[config.mk]
export PLATFORM = sky130hd
export DESIGN_NAME = flit_slot_link
export DESIGN_NICKNAME = d
export VERILOG_FILES = /design/src/rtl/flit_pkg.sv /design/src/rtl/flit_crc16.sv /design/src/rtl/flit_tx_packer.sv /design/src/rtl/flit_rx_checker.sv /design/src/rtl/flit_slot_link.sv
export SDC_FILE = /design/constraint.sdc
export NUM_CORES = 2
export LEC_CHECK = 0
export CORE_AREA = 2 2 675 677
export DETAILED_ROUTE_END_ITERATION = 12
export DIE_AREA = 0 0 677 679
export PLACE_DENSITY_LB_ADDON = 0.1
export SETUP_SLACK_MARGIN = 0.4
export SYNTH_ARGS = -nofsm -noshare
export SYNTH_HDL_FRONTEND = slang
export SYNTH_SLANG_ARGS = --single-unit
export TNS_END_PERCENT = 20
[constraint.sdc]
create_clock -name clk -period 36 [get_ports clk]
set_input_delay 10.8 -clock clk [delete_from_list [all_inputs] [get_ports clk]]
set_output_delay 10.8 -clock clk [all_outputs]
set_load 0.01 [all_outputs]
[src/rtl/flit_pkg.sv]
package flit_pkg;

   localparam int CRC_W = 16;

   // One byte of CRC-16 update, byte fed MSB first.
   function automatic logic [CRC_W-1:0] crc16_byte(input logic [CRC_W-1:0] c_in,
                                                   input logic [7:0]       d,
                                                   input logic [CRC_W-1:0] poly);
      logic [CRC_W-1:0] c;
      c = c_in ^ {d, 8'h00};
      for (int k = 0; k < 8; k++) begin
         c = c[CRC_W-1] ? ((c << 1) ^ poly) : (c << 1);
      end
      return c;
   endfunction

endpackage

[src/rtl/flit_crc16.sv]
module flit_crc16 #(
   parameter int          NBYTES = 64,
   parameter logic [15:0] POLY   = 16'h1021,
   parameter logic [15:0] INIT   = 16'hFFFF
) (
   input  logic [NBYTES*8-1:0] data,
   output logic [15:0]         crc
);
   import flit_pkg::*;

   if (NBYTES < 1) begin : g_bad_len
      $error("flit_crc16: NBYTES must be at least 1");
   end

   always_comb begin
      logic [15:0] c;
      c = INIT;
      for (int b = 0; b < NBYTES; b++) begin
         c = crc16_byte(c, data[b*8 +: 8], POLY);
      end
      crc = c;
   end

endmodule

[src/rtl/flit_tx_packer.sv]
module flit_tx_packer #(
   parameter int SLOT_W       = 128,
   parameter int NUM_SLOTS    = 4,
   parameter int TAG_W        = 4,
   parameter int FLUSH_CYCLES = 8,
   localparam int CNT_W       = $clog2(NUM_SLOTS + 1)
) (
   input  logic                       clk,
   input  logic                       rst_n,
   input  logic                       in_valid,
   output logic                       in_ready,
   input  logic [SLOT_W-1:0]          in_data,
   input  logic [TAG_W-1:0]           in_tag,
   output logic                       out_valid,
   input  logic                       out_ready,
   output logic [NUM_SLOTS*SLOT_W-1:0] out_slots,
   output logic [NUM_SLOTS*TAG_W-1:0]  out_tags
);

   if (NUM_SLOTS < 1 || SLOT_W < 1 || TAG_W < 1) begin : g_bad_shape
      $error("flit_tx_packer: slot count, slot width and tag width must be positive");
   end
   if (FLUSH_CYCLES < 0) begin : g_bad_flush
      $error("flit_tx_packer: FLUSH_CYCLES must not be negative");
   end

   logic             out_valid_q;
   logic [CNT_W-1:0] cnt_q;
   logic             in_fire;
   logic             pop;
   logic             flush_hit;

   assign in_ready  = !out_valid_q;
   assign in_fire   = in_valid && in_ready;
   assign pop       = out_valid_q && out_ready;
   assign out_valid = out_valid_q;

   // Idle timeout; FLUSH_CYCLES == 0 builds a variant with no partial flits.
   if (FLUSH_CYCLES > 0) begin : g_flush
      localparam int TMR_W = (FLUSH_CYCLES > 1) ? $clog2(FLUSH_CYCLES) : 1;
      logic [TMR_W-1:0] timer_q;

      always_ff @(posedge clk) begin
         if (!rst_n)                     timer_q <= '0;
         else if (in_fire || out_valid_q) timer_q <= '0;
         else if (cnt_q != '0)            timer_q <= timer_q + 1'b1;
      end

      assign flush_hit = (cnt_q != '0) && !in_fire &&
                         (timer_q == TMR_W'(FLUSH_CYCLES - 1));
   end else begin : g_no_flush
      assign flush_hit = 1'b0;
   end

   // Slot storage, one register pair per slot position.
   for (genvar i = 0; i < NUM_SLOTS; i++) begin : g_slot
      logic [SLOT_W-1:0] s_q;
      logic [TAG_W-1:0]  t_q;

      always_ff @(posedge clk) begin
         if (!rst_n || pop) begin
            s_q <= '0;
            t_q <= '0;
         end else if (in_fire && cnt_q == CNT_W'(i)) begin
            s_q <= in_data;
            t_q <= in_tag;
         end
      end

      assign out_slots[i*SLOT_W +: SLOT_W] = s_q;
      assign out_tags[i*TAG_W +: TAG_W]    = t_q;
   end

   always_ff @(posedge clk) begin
      if (!rst_n) begin
         cnt_q       <= '0;
         out_valid_q <= 1'b0;
      end else if (out_valid_q) begin
         if (out_ready) begin
            cnt_q       <= '0;
            out_valid_q <= 1'b0;
         end
      end else if (in_fire) begin
         cnt_q <= cnt_q + 1'b1;
         if (cnt_q == CNT_W'(NUM_SLOTS - 1)) out_valid_q <= 1'b1;
      end else if (flush_hit) begin
         out_valid_q <= 1'b1;
      end
   end

   assert_tx_hold_R5: assert property (@(posedge clk) disable iff (!rst_n)
      (out_valid && !out_ready) |=> (out_valid && $stable(out_slots) && $stable(out_tags)));

   assert_no_empty_flit_R4: assert property (@(posedge clk) disable iff (!rst_n)
      $rose(out_valid) |-> (cnt_q != '0));

   assert_slot_bound_R3: assert property (@(posedge clk) disable iff (!rst_n)
      cnt_q <= CNT_W'(NUM_SLOTS));

endmodule

[src/rtl/flit_rx_checker.sv]
module flit_rx_checker #(
   parameter int PAY_W = 512,
   parameter int CRC_W = 16
) (
   input  logic                   clk,
   input  logic                   rst_n,
   input  logic                   in_valid,
   output logic                   in_ready,
   input  logic [PAY_W+CRC_W-1:0] in_flit,
   output logic                   out_valid,
   input  logic                   out_ready,
   output logic [PAY_W-1:0]       out_slots,
   output logic                   crc_err
);

   if (PAY_W % 8 != 0 || CRC_W != 16) begin : g_bad_shape
      $error("flit_rx_checker: payload must be whole bytes and CRC 16 bits");
   end

   logic [CRC_W-1:0] calc;
   logic             good;
   logic             in_fire;
   logic             out_valid_q;
   logic             err_q;
   logic [PAY_W-1:0] slots_q;

   flit_crc16 #(.NBYTES(PAY_W/8)) crc_i (
      .data (in_flit[PAY_W-1:0]),
      .crc  (calc)
   );

   assign good      = (calc == in_flit[PAY_W +: CRC_W]);
   assign in_ready  = !out_valid_q || out_ready;
   assign in_fire   = in_valid && in_ready;
   assign out_valid = out_valid_q;
   assign out_slots = slots_q;
   assign crc_err   = err_q;

   always_ff @(posedge clk) begin
      if (!rst_n) begin
         out_valid_q <= 1'b0;
         err_q       <= 1'b0;
         slots_q     <= '0;
      end else begin
         err_q <= in_fire && !good;
         if (in_fire) begin
            out_valid_q <= good;
            if (good) slots_q <= in_flit[PAY_W-1:0];
         end else if (out_ready) begin
            out_valid_q <= 1'b0;
         end
      end
   end

   assert_rx_hold_R9: assert property (@(posedge clk) disable iff (!rst_n)
      (out_valid && !out_ready) |=> (out_valid && $stable(out_slots)));

   assert_err_drops_R8: assert property (@(posedge clk) disable iff (!rst_n)
      crc_err |-> !out_valid);

endmodule

[src/rtl/flit_slot_link.sv]
module flit_slot_link #(
   parameter int SLOT_BYTES   = 16,
   parameter int NUM_SLOTS    = 4,
   parameter int TAG_W        = 4,
   parameter int FLUSH_CYCLES = 8
) (
   input  logic                                clk,
   input  logic                                rst_n,
   input  logic                                slot_valid,
   output logic                                slot_ready,
   input  logic [SLOT_BYTES*8-1:0]             slot_data,
   input  logic [TAG_W-1:0]                    slot_tag,
   output logic                                tx_flit_valid,
   input  logic                                tx_flit_ready,
   output logic [NUM_SLOTS*SLOT_BYTES*8+15:0]  tx_flit,
   output logic [NUM_SLOTS*TAG_W-1:0]          tx_flit_tags,
   input  logic                                rx_flit_valid,
   output logic                                rx_flit_ready,
   input  logic [NUM_SLOTS*SLOT_BYTES*8+15:0]  rx_flit,
   output logic                                rx_slots_valid,
   input  logic                                rx_slots_ready,
   output logic [NUM_SLOTS*SLOT_BYTES*8-1:0]   rx_slots,
   output logic                                rx_crc_err
);
   import flit_pkg::*;

   localparam int SLOT_W = SLOT_BYTES * 8;
   localparam int PAY_W  = NUM_SLOTS * SLOT_W;

   if (SLOT_BYTES < 1 || NUM_SLOTS < 1) begin : g_bad_shape
      $error("flit_slot_link: slot size and count must be positive");
   end

   logic [PAY_W-1:0] tx_pay;
   logic [CRC_W-1:0] tx_crc;

   flit_tx_packer #(
      .SLOT_W       (SLOT_W),
      .NUM_SLOTS    (NUM_SLOTS),
      .TAG_W        (TAG_W),
      .FLUSH_CYCLES (FLUSH_CYCLES)
   ) packer_i (
      .clk       (clk),
      .rst_n     (rst_n),
      .in_valid  (slot_valid),
      .in_ready  (slot_ready),
      .in_data   (slot_data),
      .in_tag    (slot_tag),
      .out_valid (tx_flit_valid),
      .out_ready (tx_flit_ready),
      .out_slots (tx_pay),
      .out_tags  (tx_flit_tags)
   );

   flit_crc16 #(.NBYTES(PAY_W/8)) tx_crc_i (
      .data (tx_pay),
      .crc  (tx_crc)
   );

   assign tx_flit = {tx_crc, tx_pay};

   flit_rx_checker #(
      .PAY_W (PAY_W),
      .CRC_W (CRC_W)
   ) checker_i (
      .clk       (clk),
      .rst_n     (rst_n),
      .in_valid  (rx_flit_valid),
      .in_ready  (rx_flit_ready),
      .in_flit   (rx_flit),
      .out_valid (rx_slots_valid),
      .out_ready (rx_slots_ready),
      .out_slots (rx_slots),
      .crc_err   (rx_crc_err)
   );

endmodule

==> results by group <==
Cells and area
  • Layout cells sized above 1: 16.74%
  • Area grow syn2layout: 41.84%
  • Commonest non-fill, non-tap cells in the layout: clkdlybuf4s50_1, xnor2_1, nand2_1
  • Commonest non-fill, non-tap cell in the layout: clkdlybuf4s50_1
  • Layout Cells excl Fill: 16610
  • Final nets: 11110
  • Fillers: 47440

Timing
  • Final setup vio count: 0
  • Measured slew at the worst slew-check pin: 1.308 ns
  • Tcrit/Tclk final: 98.25%
  • Clock Skews: 0.08072 ns
  • Hold_ws: 0.4709 ns
  • Slew headroom: 12.55%
  • Final hold vios: 0
  • Worst setup margin: 0.6289 ns
  • Final Critical Period: 35.37 ns
  • Max Clock Freq: 28.27 MHz
  • RSZ-0062 raised after global routing: yes
  • Final Max Slew Viols: 0

Floorplanning
  • Die extent in y: 679 um
  • Core area: 0.4518 mm2
  • Die width: 677 um
  • Die area: 0.4597 mm2
  • # IOs: 1727
  • Initial Util: 19.76%
  • Row cnt: 247

Logic synthesis
  • Avg Cell Area, Syn: 10.86 um2
  • Mapped cell area: 0.08930 mm2
  • Seq/Total Area, Yosys: 23.52%
  • Synth Instances: 8224
  • Top_reg_cell synth: dfxtp_1
  • Synth cell types: 44
  • Synthesized Nets: 8897
  • Post-synth EDFFs: 0
  • Ys async rst share: 0%
  • Yosys Warn Count: 0
  • Yosys reg bits: 1049

Worst setup path
  • Critical path's largest stage delay: 0.57 ns
  • R2r endpoint: packer_i.g_slot[2].s_q[41]
  • Worst reg2reg setup slack: 31.25 ns
  • Most used cell, CP: xnor3_2
  • Critical path launch point type: flop
  • Worst flop-to-flop path startpoint: packer_i.out_valid
  • CP max stage cell: clkdlybuf4s50_1
  • Worst Path Max Fanout: 5
  • Crit Path Category: reg2out
  • Crit path DAT: 24.57 ns
  • Worst reg-to-reg path cell count: 7
  • Critical Path RT: 25.20 ns
  • Endpoint class of the critical path: output pin

Global route
  • Vias in the first global route: 73300
  • Antenna violations before repair: 171
  • All-Layer GR Usage: 23.39%
  • GRT Residual Overflow: 0
  • First-pass GRT wire length: 725200 um
  • Largest net degree at the start of global routing: 221

Clock network
  • Num CTS Buffers: 153
  • CTS Sinks: 1049
  • CTS Root Cell: clkbuf_16
  • Clk buf depth: 4
  • Clk Latency, worst-skew pair: 0.90 ns
  • Clk pin slew, worst setup/hold paths: 0.06 ns
  • Htree depth: 4
  • CTS tree: done

Route
  • Initial DRC count: 6408
  • Vias per cell: 4.428
  • Remaining antenna violation count after routing: 0
  • Routed len/inst: 33.80 um
  • Drt drc: 0
  • Final Routed Wirelength: 561300 um
  • Drt first pass iters: 6
  • Vias: 73530

Placement
  • Port bufs: 1726
  • Placement Setup Slack: -1.201 ns
  • Routability cong.: 0.9229
  • HPWL Detailed: 461800 um
  • Placed insts: 16150

Worst hold path
  • Hold EP: packer_i.g_slot[3].t_q[0]
  • WHS Path Cells: 2
  • Worst hold path type: reg2reg
  • Min-delay src: packer_i.g_slot[3].t_q[0]

Run status
  • Status: complete, no violations

Flow run
  • Max cap viols: 0
logic make-up after synthesis:
logic type,Yosys count,synth area share [%]
multiplexers,7,0.08407
AO/OA/AOI/OAI,1565,8.807
AND/OR/NAND/NOR,1614,7.559
flip-flops,1049,23.52
adder cells (fa/ha/maj),7,0.09807
buffers and inverters,491,2.361
XOR/XNOR,3491,57.57
cell usage after synthesis, types with 3 or more instances:
master,instances,share of area (%)
xnor2_1,1394,14
xnor3_1,1083,27
nand2_1,1068,4.5
dfxtp_1,1049,24
a21oi_1,1043,5.8
xor2_1,567,5.6
nand3_1,516,2.9
o21ai_1,512,2.9
clkbuf_1,276,1.2
xor3_1,229,6.1
buf_2,116,0.65
xnor2_2,87,1.6
xnor3_2,76,2.0
buf_1,58,0.24
buf_4,26,0.22
xor2_2,26,0.47
xor3_2,16,0.45
nor2_1,12,0.050
inv_1,11,0.046
xnor2_4,11,0.34
ha_1,7,0.098
mux2i_1,6,0.067
buf_6,3,0.038
nand2b_1,3,0.021
area by class of cell:
class | count | area, um2 | share of cell area (%)
Clock inverter | 58 | 711.9 | 0.5621
Sequential cell | 1049 | 21020 | 16.59
Antenna cell | 78 | 195.2 | 0.1541
Tap cell | 5976 | 7477 | 5.903
Timing Repair Buffer | 2539 | 23910 | 18.88
Multi-Input combinational cell | 6684 | 68910 | 54.40
Inverter | 12 | 52.55 | 0.04149
Clock buffer | 212 | 4393 | 3.468
through the flow:
step / cell area, um2 / TNS (ns) / util (%)
2_1_floorplan: 89300 / 0 / -
3_3_place_gp: 117800 / -631.99 / 26.07
3_5_place_dp: 117800 / -565.01 / 26.07
4_1_cts: 124900 / 0 / 27.64
5_1_grt: 126600 / 0 / 28.01
6_report: 126700 / 0 / 28.03
flip-flops by register name (all words and copies together), names as in the netlist:
name and count:
checker_i.out_valid 1, checker_i.crc_err 1, packer_i.g_flush.timer_q 3, packer_i.g_slot.s_q 512
packer_i.out_valid 1, checker_i.out_slots 512, packer_i.g_slot.t_q 16, packer_i.cnt_q 3
metal layers:
layer / up-vias / global-route usage [%] / part of all wire [%]
met5: - / 0 / 0.057
met4: 8 / 9.522 / 4.5
met3: 735 / 6.827 / 8.0
met2: 3120 / 36.92 / 45
met1: 37080 / 29.82 / 43
li1: 32590 / - / -
critical path: cells and delay by family, from the launching register on:
family,cells,cell delay [ns]
xor gates and xnor gates,56,21.10
DFF,1,0.46
buffers and inverters,10,2.09
worst max-delay path by stage:
stage | start | to | slack (ns) | cells past startpoint
2_1_floorplan | rx_flit[7] | checker_i.out_slots[429] | 2.01 | 61
3_3_place_gp | rx_flit[5] | checker_i.out_slots[375] | -1.36 | 64
3_5_place_dp | rx_flit[5] | checker_i.out_slots[209] | -1.20 | 62
4_1_cts | packer_i.g_slot[0].s_q[5] | tx_flit[519] | 0.40 | 66
5_1_grt | packer_i.g_slot[0].s_q[1] | tx_flit[527] | 0.008 | 73
6_report | packer_i.g_slot[0].s_q[12] | tx_flit[527] | 0.63 | 66
timing repair:
action	4_1_cts	5_1_grt
hold buffers	0	0
resized for setup	324	211
cloned	0	1
endpoints found under the setup margin	530	530
pin swaps	77	76
buffers inserted	54	52
Power is not shown: default switching activity piles up to over one toggle a cycle in this logic, so the estimate is an artifact.
